`config.mk`:
```
export PLATFORM = sky130hd
export DESIGN_NAME = rcs_rate_seq
export DESIGN_NICKNAME = d
export VERILOG_FILES = /design/src/rtl/rcs_pkg.sv /design/src/rtl/rcs_wait_timer.sv /design/src/rtl/rcs_rate_cmp.sv /design/src/rtl/rcs_rate_seq.sv
export SDC_FILE = /design/constraint.sdc
export NUM_CORES = 1
export LEC_CHECK = 0
export BUFFER_PORTS_ARGS = -buffer_cell sky130_fd_sc_hd__clkbuf_2
export CORE_MARGIN = 8
export CORE_UTILIZATION = 40
export DETAILED_ROUTE_END_ITERATION = 7
export PLACE_DENSITY_LB_ADDON = 0.1
export SLEW_MARGIN = 20
export SYNTH_ARGS = -nofsm -noshare
export SYNTH_HDL_FRONTEND = slang
export SYNTH_HIERARCHICAL = 1
export SYNTH_SLANG_ARGS = --single-unit
```
`constraint.sdc`:
```
create_clock -name clk -period 3.92 [get_ports clk]
set_clock_uncertainty 0.15 [all_clocks]
set_input_delay 0.588 -clock clk [delete_from_list [all_inputs] [get_ports clk]]
set_output_delay 0.588 -clock clk [all_outputs]
set_load 0.05 [all_outputs]
```
`src/rtl/rcs_pkg.sv`:
```
package rcs_pkg;

    // Control word bits that the PLL decodes as power-down and bypass
    localparam int unsigned PD_BIT  = 0;
    localparam int unsigned BYP_BIT = 1;

    // Interface clock divider codes
    localparam logic SIDE_DIV1 = 1'b0;
    localparam logic SIDE_DIV2 = 1'b1;

    typedef enum logic [1:0] {
        RES_OK      = 2'd0,
        RES_TIMEOUT = 2'd1,
        RES_INVALID = 2'd2
    } rcs_result_e;

    typedef enum logic [2:0] {
        ST_IDLE,
        ST_RAISE,
        ST_WRITE,
        ST_WAIT,
        ST_CHECK
    } rcs_state_e;

    typedef struct packed {
        rcs_result_e code;
        logic        lower;
    } rcs_verdict_t;

    function automatic int unsigned wait_cycles(int unsigned clk_hz, int unsigned wait_us);
        return (clk_hz / 1_000_000) * wait_us;
    endfunction

    // Lock is judged before the error bit; lowering the side divider only
    // follows a clean relock at or below the threshold.
    function automatic rcs_verdict_t judge(logic lock, logic err, logic core, logic above);
        rcs_verdict_t v;
        v.lower = 1'b0;
        if (!lock) begin
            v.code = RES_TIMEOUT;
        end else if (err) begin
            v.code = RES_INVALID;
        end else begin
            v.code  = RES_OK;
            v.lower = core && !above;
        end
        return v;
    endfunction

endpackage

```
`src/rtl/rcs_wait_timer.sv`:
```
module rcs_wait_timer #(
    parameter int unsigned CYCLES = 20000
) (
    input  logic clk,
    input  logic rst,
    input  logic load_i,
    output logic expired_o
);
    localparam int unsigned CNT_W = $clog2(CYCLES + 1);

    logic [CNT_W-1:0] cnt_q;
    logic             run_q;

    always_ff @(posedge clk) begin
        if (rst) begin
            cnt_q <= '0;
            run_q <= 1'b0;
        end else if (load_i) begin
            cnt_q <= CNT_W'(CYCLES - 1);
            run_q <= 1'b1;
        end else if (run_q) begin
            if (cnt_q == '0) begin
                run_q <= 1'b0;
            end else begin
                cnt_q <= cnt_q - 1'b1;
            end
        end
    end

    assign expired_o = run_q && (cnt_q == '0);

    assert_expire_once_R4: assert property (@(posedge clk) disable iff (rst)
        expired_o |=> !expired_o);

endmodule

```
`src/rtl/rcs_rate_cmp.sv`:
```
module rcs_rate_cmp #(
    parameter int unsigned RATE_W    = 32,
    parameter int unsigned THRESH_HZ = 500_000_000
) (
    input  logic              clk,
    input  logic              rst,
    input  logic              capture_i,
    input  logic [RATE_W-1:0] rate_i,
    output logic              above_o
);
    localparam logic [RATE_W-1:0] THRESH = RATE_W'(THRESH_HZ);

    always_ff @(posedge clk) begin
        if (rst) begin
            above_o <= 1'b0;
        end else if (capture_i) begin
            above_o <= (rate_i > THRESH);
        end
    end

endmodule

```
`src/rtl/rcs_rate_seq.sv`:
```
module rcs_rate_seq
    import rcs_pkg::*;
#(
    parameter int unsigned RATE_W       = 32,
    parameter int unsigned CTRL_W       = 32,
    parameter int unsigned CLK_HZ       = 200_000_000,
    parameter int unsigned WAIT_US      = 100,
    parameter int unsigned THRESH_HZ    = 500_000_000,
    parameter bit          CORE_VARIANT = 1'b1
) (
    input  logic              clk,
    input  logic              rst,
    input  logic              start_i,
    input  logic [RATE_W-1:0] rate_i,
    input  logic [CTRL_W-1:0] cfg_i,
    input  logic              lock_i,
    input  logic              err_i,
    output logic              ctrl_we_o,
    output logic [CTRL_W-1:0] ctrl_data_o,
    output logic              side_we_o,
    output logic              side_val_o,
    output logic              done_o,
    output logic [1:0]        result_o
);
    localparam int unsigned WAIT_CYC = wait_cycles(CLK_HZ, WAIT_US);

    rcs_state_e        state_q;
    logic [CTRL_W-1:0] cfg_q;
    logic [CTRL_W-1:0] clean_word;
    logic              above;
    logic              accept;
    logic              expired;
    rcs_verdict_t      verdict;
    rcs_result_e       result_q;

    assign accept = (state_q == ST_IDLE) && start_i;

    rcs_rate_cmp #(
        .RATE_W    (RATE_W),
        .THRESH_HZ (THRESH_HZ)
    ) u_cmp (
        .clk       (clk),
        .rst       (rst),
        .capture_i (accept),
        .rate_i    (rate_i),
        .above_o   (above)
    );

    rcs_wait_timer #(
        .CYCLES (WAIT_CYC)
    ) u_timer (
        .clk       (clk),
        .rst       (rst),
        .load_i    (state_q == ST_WRITE),
        .expired_o (expired)
    );

    always_comb begin
        clean_word          = cfg_q;
        clean_word[PD_BIT]  = 1'b0;
        clean_word[BYP_BIT] = 1'b0;
    end

    assign verdict = judge(lock_i, err_i, CORE_VARIANT, above);

    always_ff @(posedge clk) begin
        if (rst) begin
            state_q     <= ST_IDLE;
            cfg_q       <= '0;
            ctrl_we_o   <= 1'b0;
            ctrl_data_o <= '0;
            side_we_o   <= 1'b0;
            side_val_o  <= SIDE_DIV1;
            done_o      <= 1'b0;
            result_q    <= RES_OK;
        end else begin
            ctrl_we_o <= 1'b0;
            side_we_o <= 1'b0;
            done_o    <= 1'b0;
            case (state_q)
                ST_IDLE: begin
                    if (start_i) begin
                        cfg_q   <= cfg_i;
                        state_q <= ST_RAISE;
                    end
                end
                ST_RAISE: begin
                    if (CORE_VARIANT && above) begin
                        side_we_o  <= 1'b1;
                        side_val_o <= SIDE_DIV2;
                    end
                    state_q <= ST_WRITE;
                end
                ST_WRITE: begin
                    ctrl_we_o   <= 1'b1;
                    ctrl_data_o <= clean_word;
                    state_q     <= ST_WAIT;
                end
                ST_WAIT: begin
                    if (expired) begin
                        state_q <= ST_CHECK;
                    end
                end
                ST_CHECK: begin
                    done_o   <= 1'b1;
                    result_q <= verdict.code;
                    if (verdict.lower) begin
                        side_we_o  <= 1'b1;
                        side_val_o <= SIDE_DIV1;
                    end
                    state_q <= ST_IDLE;
                end
                default: state_q <= ST_IDLE;
            endcase
        end
    end

    assign result_o = result_q;

    assert_single_write_R2: assert property (@(posedge clk) disable iff (rst)
        ctrl_we_o |=> !ctrl_we_o);

    assert_clean_word_R2: assert property (@(posedge clk) disable iff (rst)
        ctrl_we_o |-> (ctrl_data_o[BYP_BIT] == 1'b0 && ctrl_data_o[PD_BIT] == 1'b0));

    assert_raise_before_write_R3: assert property (@(posedge clk) disable iff (rst)
        (side_we_o && side_val_o == SIDE_DIV2) |=> ctrl_we_o);

    assert_timeout_cause_R5: assert property (@(posedge clk) disable iff (rst)
        (done_o && result_o == 2'd1) |-> !$past(lock_i));

    assert_invalid_cause_R6: assert property (@(posedge clk) disable iff (rst)
        (done_o && result_o == 2'd2) |-> ($past(lock_i) && $past(err_i) && !side_we_o));

    assert_lower_on_success_R7: assert property (@(posedge clk) disable iff (rst)
        (side_we_o && side_val_o == SIDE_DIV1) |-> (done_o && result_o == 2'd0));

    assert_done_pulse_R9: assert property (@(posedge clk) disable iff (rst)
        done_o |=> !done_o);

    assert_code_legal_R9: assert property (@(posedge clk) disable iff (rst)
        done_o |-> (result_o != 2'd3));

    generate
        if (!CORE_VARIANT) begin : g_plain
            assert_no_side_R11: assert property (@(posedge clk) disable iff (rst)
                !side_we_o);
        end
    endgenerate

endmodule

```
==> flow_metrics.py, run 1 <==
metrics = {
    "yosys": {
        "syn_area_sq_um": 3480,
        "yosysTopAreaCellShare_pct": 49.4,
        "seq_area_frac_synth_pct": 49.4,
        "yosysMostFrequentCell": "dfxtp_1",
        "yosys-top-cells-count": "dfxtp_1, nand2_1, nor2_1",
        "synth_edf_count": 0,
        "syn_avg_cell_area_sq_um": 8.77,
        "ys_ff_latch": 86,
        "ys.flop_type": "dfxtp_1",
        "async_flop_share_pct": 0,
        "synthCells": 397,
        "ys_warn_count": 6,
        "yosys-top-cells-area": "dfxtp_1, mux2i_1, nand2_1",
        "yosys.area.top_type": "dfxtp_1",
        "synth_cell_types": 54,
    },
    "cts": {
        "cts_resized": 0,
        "cts.sinks": 86,
        "numCtsBuffers": 9,
        "clk_pin_slew_worst_paths_ns": 0.09,
        "cts_tree": "built",
        "htreeDepth": 3,
        "insertion_delay_ns": 0.35,
        "cts-root-buf": "clkbuf_8",
        "holdBufCountCts": 0,
        "cts_setup_buffers": 0,
        "clockBufferDepth": 2,
    },
    "setup_path": {
        "start_kind": "flop",
        "cp-end-kind": "flop",
        "path_max_fanout": 33,
        "reg2reg_depth": 7,
        "r2r_start": "state_q[0]$_SDFFE_PP0P_",
        "crit_required_ns": 4.00,
        "rrSetupSlack_ns": 1.26,
        "timing_worst_setup_path_type": "reg2reg",
        "r2r_end": "u_cmp/above_o$_SDFFE_PP0P_",
        "arrival_ns": 2.73,
    },
    "cells_and_area": {
        "drive_gt1_share_pct": 26.8,
        "diodes": 0,
        "nets": 558,
        "area_growth_pct": 21.5,
        "stdcell_count": 601,
        "nFillCells": 824,
    },
    "global_route": {
        "grt_pass1_vias": 2948,
        "grt_max_degree": 50,
        "grt_overflow_total": 0,
        "grt_pass1_wl_mm": 13.5,
        "antenna_found_initial": 0,
        "grt.total_usage_pct": 14.0,
    },
    "placed_design": {
        "portBuffers": 102,
        "placed_cells": 585,
        "post-dp-hpwl_mm": 5.85,
        "gp_congestion": 0.775,
    },
    "pwr": {
        "p_seq_share_pct": 49.0,
        "p_switching_uw": 568,
        "p_comb_share_pct": 18.0,
        "p_clk_share_pct": 33.0,
        "internal-power_mw": 1.43,
        "ir_drop_mv": 0.177,
        "power_mw": 2.00,
        "p_leak_nw": 1.75,
        "powerDensity_nw_per_um2": 473,
        "switching_share_pct": 28.4,
    },
    "status": {
        "status": "completed",
    },
    "routing": {
        "vias": 3038,
        "wl_mm": 8.26,
        "drc": 0,
        "wl_per_cell_microns": 13.7,
        "vias_per_cell": 5.05,
        "drtAntennaViolNets": 0,
        "drtIter0Drc": 110,
        "drtPass1Iterations": 4,
    },
    "min_path": {
        "hp-class": "in2reg",
        "min_to": "result_o[0]$_SDFFE_PP0N_",
        "hp-start": "lock_i",
        "whs_path_depth": 2,
    },
    "floorplanning": {
        "io_pins": 107,
        "die_area_sq_um": 11900,
        "fp.dieH_microns": 109,
        "core_sq_um": 8590,
        "die_w_microns": 109,
        "rows": 34,
        "start_util_pct": 40.5,
    },
    "timing": {
        "finalSetupTns_ns": 0,
        "relSlewSlack_pct": 55.9,
        "period_minus_slack_ns": 2.66,
        "timing.final.crit_share_pct": 67.7,
        "slew_viol_final": 0,
        "rsz0062_at_grt": "false",
        "fmax_ghz": 0.377,
        "hold_viol_final": 0,
        "setup-violations-final": 0,
        "worst_pin_slew_ns": 0.661,
    },
    "run": {
        "drv_cap": 0,
    },
}
==> cells in the final DEF, fill, tap and decap left out, types with 3 or more instances in the layout <==
master,count
nand4_1,3
nand3_1,11
nor3_1,8
nor2_1,50
clkbuf_8,9
mux2i_1,31
nand4b_1,3
inv_1,6
nand2_1,68
o31ai_1,4
o21ai_0,3
clkbuf_2,102
dfxtp_1,86
buf_4,3
a31oi_1,7
nor4_1,4
a21oi_1,41
==> area by class of cell <==
| cell class | count | area [sq um] | share of cell area, % |
|---|---|---|---|
| clock buffers | 11 | 131 | 3.11 |
| repair buffers | 105 | 533 | 12.6 |
| well taps | 108 | 135 | 3.19 |
| inverters | 7 | 27.5 | 0.651 |
| flip-flops and latches | 86 | 1720 | 40.7 |
| multi-input cells | 279 | 1600 | 37.8 |
| clock inverters | 5 | 81.3 | 1.92 |
==> cell families after synthesis <==
kind of cell             after synthesis  share of synthesized area, %
flip-flops                            86                          49.4
adder cells (fa/ha/maj)                1                         0.359
other                                  1                         0.108
AO/OA/AOI/OAI                         67                          11.1
XOR/XNOR                               1                         0.252
AND/OR/NAND/NOR                      177                          24.9
buffers and inverters                 33                          4.85
multiplexers                          31                          8.91
==> flip-flops by register name, summed over array words and instances, names as in the netlist <==
signal	flops
state_q	3
result_o	2
ctrl_we_o	1
cfg_q	30
side_we_o	1
u_cmp/above_o	1
u_timer/run_q	1
done_o	1
ctrl_data_o	30
u_timer/cnt_q	15
side_val_o	1
==> layer usage <==
| layer | share of wire [%] | vias to the layer above | track usage [%] | wire [microns] |
|---|---|---|---|---|
| met1 | 47 | 1388 | 17.1 | 3850 |
| met4 | 0.71 | 0 | 5.21 | 59 |
| met2 | 46 | 91 | 23.2 | 3790 |
| met3 | 6.9 | 7 | 3.63 | 567 |
| met5 | 0 | - | 0 | 0 |
| li1 | - | 1552 | - | - |
==> through the flow <==
| stage | hold WS, ns | utilization (%) | instance area (sq um) | setup WS [ns] |
|---|---|---|---|---|
| after floorplan | 0.286 | - | 3490 | 1.60 |
| after global placement | 0.292 | 46.8 | 4020 | 1.01 |
| after detailed placement | 0.297 | 46.8 | 4020 | 0.980 |
| after CTS | 0.288 | 49.2 | 4230 | 1.20 |
| after global routing | 0.289 | 49.2 | 4230 | 1.02 |
| final | 0.301 | 49.2 | 4230 | 1.26 |
==> worst max path at each step <==
stage	start	endpoint	slack, ns	cells past startpoint
floorplan	start_i	u_cmp/above_o$_SDFFE_PP0P_	1.60	8
global placement	start_i	u_cmp/above_o$_SDFFE_PP0P_	1.01	8
detailed placement	start_i	u_cmp/above_o$_SDFFE_PP0P_	0.98	8
CTS	state_q[0]$_SDFFE_PP0P_	u_cmp/above_o$_SDFFE_PP0P_	1.20	7
global route	state_q[0]$_SDFFE_PP0P_	u_cmp/above_o$_SDFFE_PP0P_	1.02	7
finish	state_q[0]$_SDFFE_PP0P_	u_cmp/above_o$_SDFFE_PP0P_	1.26	7
==> worst max-delay path: stages (launching register included) <==
cell,delay (ns)
dfxtp_1,0.38
or4b_1,0.51
buf_4,0.25
clkinv_2,0.38
nand4_1,0.13
or4b_1,0.54
o21ai_1,0.13
a21oi_1,0.05
==> power groups by stage <==
stage / clock network [mW] / logic [mW] / registers [mW]
finish: 0.661 / 0.359 / 0.981
global route: 0.716 / 0.403 / 0.990
CTS: 0.684 / 0.366 / 0.981
detailed placement: 0 / 0.365 / 1.00
global placement: 0 / 0.360 / 0.999
floorplan: 0 / 0.256 / 1.01
No activity file was read; power rests on OpenSTA's default activity.
==> run 2: changes to the inputs <==
==> constraint.sdc (replaced) <==
create_clock -name clk -period 2.3 [get_ports clk]
set_clock_uncertainty 0.15 [all_clocks]
set_input_delay 0.345 -clock clk [delete_from_list [all_inputs] [get_ports clk]]
set_output_delay 0.345 -clock clk [all_outputs]
set_load 0.05 [all_outputs]
==> flow_metrics.py, run 2 (synthesis gave the netlist of run 1 again) <==
metrics = {
    "status": {
        "status": "completed",
    },
    "cts": {
        "numCtsBuffers": 9,
        "htreeDepth": 3,
        "cts_resized": 0,
        "clockBufferDepth": 2,
        "clk_pin_slew_worst_paths_ns": 0.09,
        "cts_tree": "built",
        "holdBufCountCts": 0,
        "insertion_delay_ns": 0.35,
        "cts.sinks": 86,
        "cts-root-buf": "clkbuf_8",
        "cts_setup_buffers": 0,
    },
    "cells_and_area": {
        "regArea_sq_um": 1720,
        "final_cell_mix": "clkbuf_2, dfxtp_1, nand2_1, nor2_1, a21oi_1",
        "multi_input_area_sq_um": 1600,
        "top_regs": "cfg_q x30, ctrl_data_o x30, u_timer/cnt_q x15",
        "stdcell_count": 612,
        "mostFrequentLayoutCell": "clkbuf_2",
        "drive_gt1_share_pct": 28.6,
        "diodes": 0,
        "area_growth_pct": 23.1,
        "nFillCells": 848,
        "nets": 569,
    },
    "routing": {
        "drtPass1Iterations": 4,
        "vias": 3074,
        "drtAntennaViolNets": 0,
        "wl_per_cell_microns": 13.6,
        "drtIter0Drc": 146,
        "vias_per_cell": 5.02,
        "wl_mm": 8.34,
        "drc": 0,
    },
    "timing": {
        "slew_viol_final": 0,
        "finalSetupTns_ns": 0,
        "fmax_ghz": 0.482,
        "period_minus_slack_ns": 2.07,
        "fin_ws_ns": 0.225,
        "relSlewSlack_pct": 65.3,
        "hold_slack_ns": 0.0523,
        "rsz0062_at_grt": "false",
        "worst_pin_slew_ns": 0.520,
        "setup-violations-final": 0,
        "hold_viol_final": 0,
        "timing.final.crit_share_pct": 90.2,
    },
    "floorplanning": {
        "io_pins": 107,
        "start_util_pct": 40.5,
        "die_w_microns": 109,
        "die_area_sq_um": 11900,
        "fp.dieH_microns": 109,
        "rows": 34,
        "core_sq_um": 8590,
    },
    "global_route": {
        "antenna_found_initial": 0,
        "grt_pass1_vias": 2972,
        "grt_pass1_wl_mm": 13.5,
        "grt.met1_usage_pct": 17.0,
        "grt_overflow_total": 0,
        "grt.busiest_layer": "met2",
        "grt.total_usage_pct": 13.9,
        "grt_max_degree": 80,
        "use_met2_pct": 22.1,
        "grt_use_met3_pct": 4.51,
    },
    "setup_path": {
        "r2r_end": "u_timer/cnt_q[10]$_SDFFE_PP0P_",
        "cp-end-kind": "flop",
        "crit_required_ns": 2.43,
        "timing_worst_setup_path_type": "reg2reg",
        "path_max_fanout": 6,
        "reg2reg_depth": 6,
        "r2r_start": "u_timer/cnt_q[0]$_SDFFE_PP0P_",
        "rrSetupSlack_ns": 0.23,
        "start_kind": "flop",
        "arrival_ns": 2.21,
    },
    "pwr": {
        "ir_drop_mv": 0.287,
        "p_leak_nw": 1.79,
        "power_mw": 3.30,
        "powerDensity_nw_per_um2": 769,
    },
    "placed_design": {
        "post-dp-hpwl_mm": 5.90,
        "portBuffers": 102,
        "post-place-ws_ns": 0.258,
        "gp_congestion": 0.745,
        "placed_cells": 596,
    },
    "min_path": {
        "min_to": "cfg_q[15]$_SDFFE_PP0P_",
        "whs_path_depth": 3,
        "hp-class": "in2reg",
        "hp-start": "cfg_i[15]",
    },
    "run": {
        "drv_cap": 0,
    },
}
## run 2: cell types whose count changed in the layout (fill, tap and decap cells not counted), sizes merged
| cell | previous run | this run |
|---|---|---|
| buf | 3 | 14 |
| bufinv | 2 | 0 |
| clkinvlp | 1 | 3 |
| clkbuf | 113 | 112 |
| inv | 7 | 8 |
## run 2: worst max path at each step
stage | from | to | cells past startpoint
after global routing | u_timer/cnt_q[0]$_SDFFE_PP0P_ | u_timer/cnt_q[10]$_SDFFE_PP0P_ | 6
after floorplan | state_q[1]$_SDFFE_PP0P_ | u_cmp/above_o$_SDFFE_PP0P_ | 9
after detailed placement | u_timer/cnt_q[0]$_SDFFE_PP0P_ | u_timer/cnt_q[10]$_SDFFE_PP0P_ | 6
final | u_timer/cnt_q[0]$_SDFFE_PP0P_ | u_timer/cnt_q[10]$_SDFFE_PP0P_ | 6
after global placement | start_i | u_cmp/above_o$_SDFFE_PP0P_ | 7
after CTS | u_timer/cnt_q[0]$_SDFFE_PP0P_ | u_timer/cnt_q[10]$_SDFFE_PP0P_ | 6
## run 2: final cells by class
| cell class | count | share of cell area [%] |
|---|---|---|
| inverter | 7 | 0.642 |
| clock buffer | 10 | 2.98 |
| tap | 108 | 3.15 |
| sequential | 86 | 40.2 |
| timing repair buffer | 116 | 14.7 |
| clock inverter | 6 | 1.05 |
| multi-input combinational | 279 | 37.3 |
## run 2: through the flow
stage | utilization, % | cell area (sq um)
floorplan | - | 3490
global placement | 47.9 | 4110
detailed placement | 47.9 | 4110
CTS | 49.9 | 4290
global route | 49.9 | 4290
finish | 49.9 | 4290
## run 2: worst max-delay path, stage by stage (launching register included)
cell and delay [ns]:
dfxtp_1 0.36, inv_1 0.07, ha_1 0.20, and4bb_2 0.30, nand3_1 0.18, or4_2 0.58, a31oi_1 0.17
## run 2: power breakdown
group,internal (mW),switching [mW],total (mW)
combinational,0.298,0.387,0.685
sequential,1.58,0.0819,1.67
clock,0.398,0.547,0.945
total,2.28,1.02,3.30
## run 2: metal layers
layer | vias up | wire length, microns
li1 | 1573 | -
met1 | 1398 | 3880
met2 | 95 | 3720
met3 | 8 | 632
met4 | 0 | 106
met5 | - | 0
==> run 3: changes to the inputs <==
--- a/config.mk
+++ b/config.mk
@@ -7,9 +7,10 @@
 export LEC_CHECK = 0
 export BUFFER_PORTS_ARGS = -buffer_cell sky130_fd_sc_hd__clkbuf_2
 export CORE_MARGIN = 8
-export CORE_UTILIZATION = 40
+export CORE_UTILIZATION = 46
 export DETAILED_ROUTE_END_ITERATION = 7
 export PLACE_DENSITY_LB_ADDON = 0.1
+export REMOVE_ABC_BUFFERS = 1
 export SLEW_MARGIN = 20
 export SYNTH_ARGS = -nofsm -noshare
 export SYNTH_HDL_FRONTEND = slang
==> flow_metrics.py, run 3 (synthesis gave the netlist of run 1 again) <==
metrics = {
    "min_path": {
        "whs_path_depth": 3,
        "hp-start": "cfg_i[25]",
        "hp-class": "in2reg",
        "min_to": "cfg_q[25]$_SDFFE_PP0P_",
    },
    "timing": {
        "timing.final.crit_share_pct": 90.9,
        "setup-violations-final": 0,
        "fin_ws_ns": 0.209,
        "hold_viol_final": 0,
        "period_minus_slack_ns": 2.09,
        "rsz0062_at_grt": "false",
        "fmax_ghz": 0.478,
        "slew_viol_final": 0,
    },
    "routing": {
        "wl_per_cell_microns": 14.0,
        "vias_per_cell": 5.07,
        "drtAntennaViolNets": 0,
        "vias": 3045,
        "drtPass1Iterations": 4,
        "drc": 0,
        "wl_mm": 8.41,
        "drtIter0Drc": 130,
    },
    "setup_path": {
        "path_delay_family": "simple AND/OR/NAND/NOR gates",
        "r2r_start": "u_timer/cnt_q[1]$_SDFFE_PP0P_",
        "start_kind": "flop",
        "rrSetupSlack_ns": 0.21,
        "crit_required_ns": 2.43,
        "r2r_end": "u_timer/cnt_q[10]$_SDFFE_PP0P_",
        "worst_setup_path_startpoint": "u_timer/cnt_q[1]$_SDFFE_PP0P_",
        "timing_worst_setup_path_type": "reg2reg",
        "cp-end-kind": "flop",
        "reg2reg_depth": 6,
        "cpMaxStageDelayCell": "or4_2",
        "path_max_fanout": 6,
        "cpPeakStageDelay_ns": 0.58,
        "path_depth": 6,
        "arrival_ns": 2.22,
        "cp_cell_sequence": "inv_1 > ha_1 > and4bb_2 > nand3_1 > or4_2 > a31oi_1",
        "crit_buf_inv": 1,
    },
    "floorplanning": {
        "die_w_microns": 103,
        "rows": 31,
        "io_pins": 107,
        "core_sq_um": 7290,
        "fp.dieH_microns": 103,
        "start_util_pct": 47.8,
        "die_area_sq_um": 10600,
    },
    "cells_and_area": {
        "area_growth_pct": 24.0,
        "top_regs": "cfg_q x30, ctrl_data_o x30, u_timer/cnt_q x15",
        "final_cell_area_sq_um": 4320,
        "nets": 568,
        "diodes": 0,
        "final_cell_mix": "clkbuf_2, dfxtp_1, nand2_1, nor2_1, a21oi_1",
        "mostFrequentLayoutCell": "clkbuf_2",
        "utilization_pct": 59.2,
        "drive_gt1_share_pct": 28.5,
        "nFillCells": 687,
    },
    "global_route": {
        "grt.total_usage_pct": 16.6,
        "grt_pass1_vias": 3145,
        "antenna_found_initial": 0,
        "grt_pass1_wl_mm": 14.0,
        "grt_overflow_total": 0,
        "grt_max_degree": 51,
    },
    "cts": {
        "htreeDepth": 3,
        "clockBufferDepth": 2,
        "cts.sinks": 86,
        "numCtsBuffers": 9,
        "cts_setup_buffers": 0,
        "insertion_delay_ns": 0.34,
        "cts_resized": 0,
        "clk_pin_slew_worst_paths_ns": 0.08,
        "holdBufCountCts": 0,
        "cts-root-buf": "clkbuf_8",
        "cts_tree": "built",
    },
    "placed_design": {
        "placed_area_sq_um": 4110,
        "portBuffers": 102,
        "post-dp-hpwl_mm": 6.14,
        "post-place-ws_ns": 0.216,
        "gp_congestion": 0.783,
    },
    "pwr": {
        "powerDensity_nw_per_um2": 798,
        "p_leak_nw": 1.81,
        "ir_drop_mv": 0.460,
    },
    "status": {
        "status": "completed",
    },
    "run": {
        "drv_cap": 0,
    },
}
-- run 3: cell types whose count changed in the layout (fill, tap and decap cells not counted) --
cell / delta
buf_4: -2
bufinv_16: +2
clkinvlp_4: -2
buf_12: +1
clkbuf_1: -1
clkinv_2: +1
inv_6: -1
-- run 3: layout make-up --
type / instances / area, sq um / area share, %
clock buffers: 9 / 124 / 2.87
clock inverters: 6 / 86.3 / 2.00
inverters: 7 / 27.5 / 0.638
multi-input cells: 279 / 1600 / 37.1
flip-flops and latches: 86 / 1720 / 39.9
well taps: 99 / 124 / 2.87
repair buffers: 115 / 633 / 14.7
-- run 3: layer usage --
layer	track usage [%]	up-vias	share of wire, %
li1	-	1569	-
met1	18.5	1404	43
met2	29.2	64	50
met3	5.40	8	4.9
met4	5.56	0	1.3
met5	0	-	0
-- run 3: worst register-to-register path, delay by kind of cell, from the launching register on --
kind                       cells  cell delay, ns
AOI/OAI and AO/OA              1            0.17
adders and majority gates      1            0.21
buffers and inverters          1            0.07
DFF                            1            0.35
and+or+nand+nor                3            1.08
-- run 3: worst max-delay path by stage --
stage | to | slack (ns)
4_1_cts | u_timer/cnt_q[10]$_SDFFE_PP0P_ | 0.21
3_3_place_gp | u_cmp/above_o$_SDFFE_PP0P_ | 0.25
5_1_grt | state_q[0]$_SDFFE_PP0P_ | 0.06
2_1_floorplan | u_timer/cnt_q[0]$_SDFFE_PP0P_ | -3.32
3_5_place_dp | u_cmp/above_o$_SDFFE_PP0P_ | 0.22
6_report | u_timer/cnt_q[10]$_SDFFE_PP0P_ | 0.21
-- run 3: metrics by stage --
step	setup TNS (ns)	total power [mW]	hold WS, ns	std cells
finish	0	3.45	0.0621	601
global route	0	3.63	0.0519	601
CTS	0	3.49	0.0401	601
detailed placement	0	2.37	0.298	586
global placement	0	2.35	0.291	586
floorplan	-119.73	2.13	0.264	372
-- run 3: power breakdown --
| group | leakage, nW | switching, mW | internal, mW |
|---|---|---|---|
| sequential | 0.700 | 0.0806 | 1.58 |
| combinational | 1.01 | 0.385 | 0.284 |
| clock | 0.105 | 0.508 | 0.605 |
| total | 1.81 | 0.973 | 2.47 |
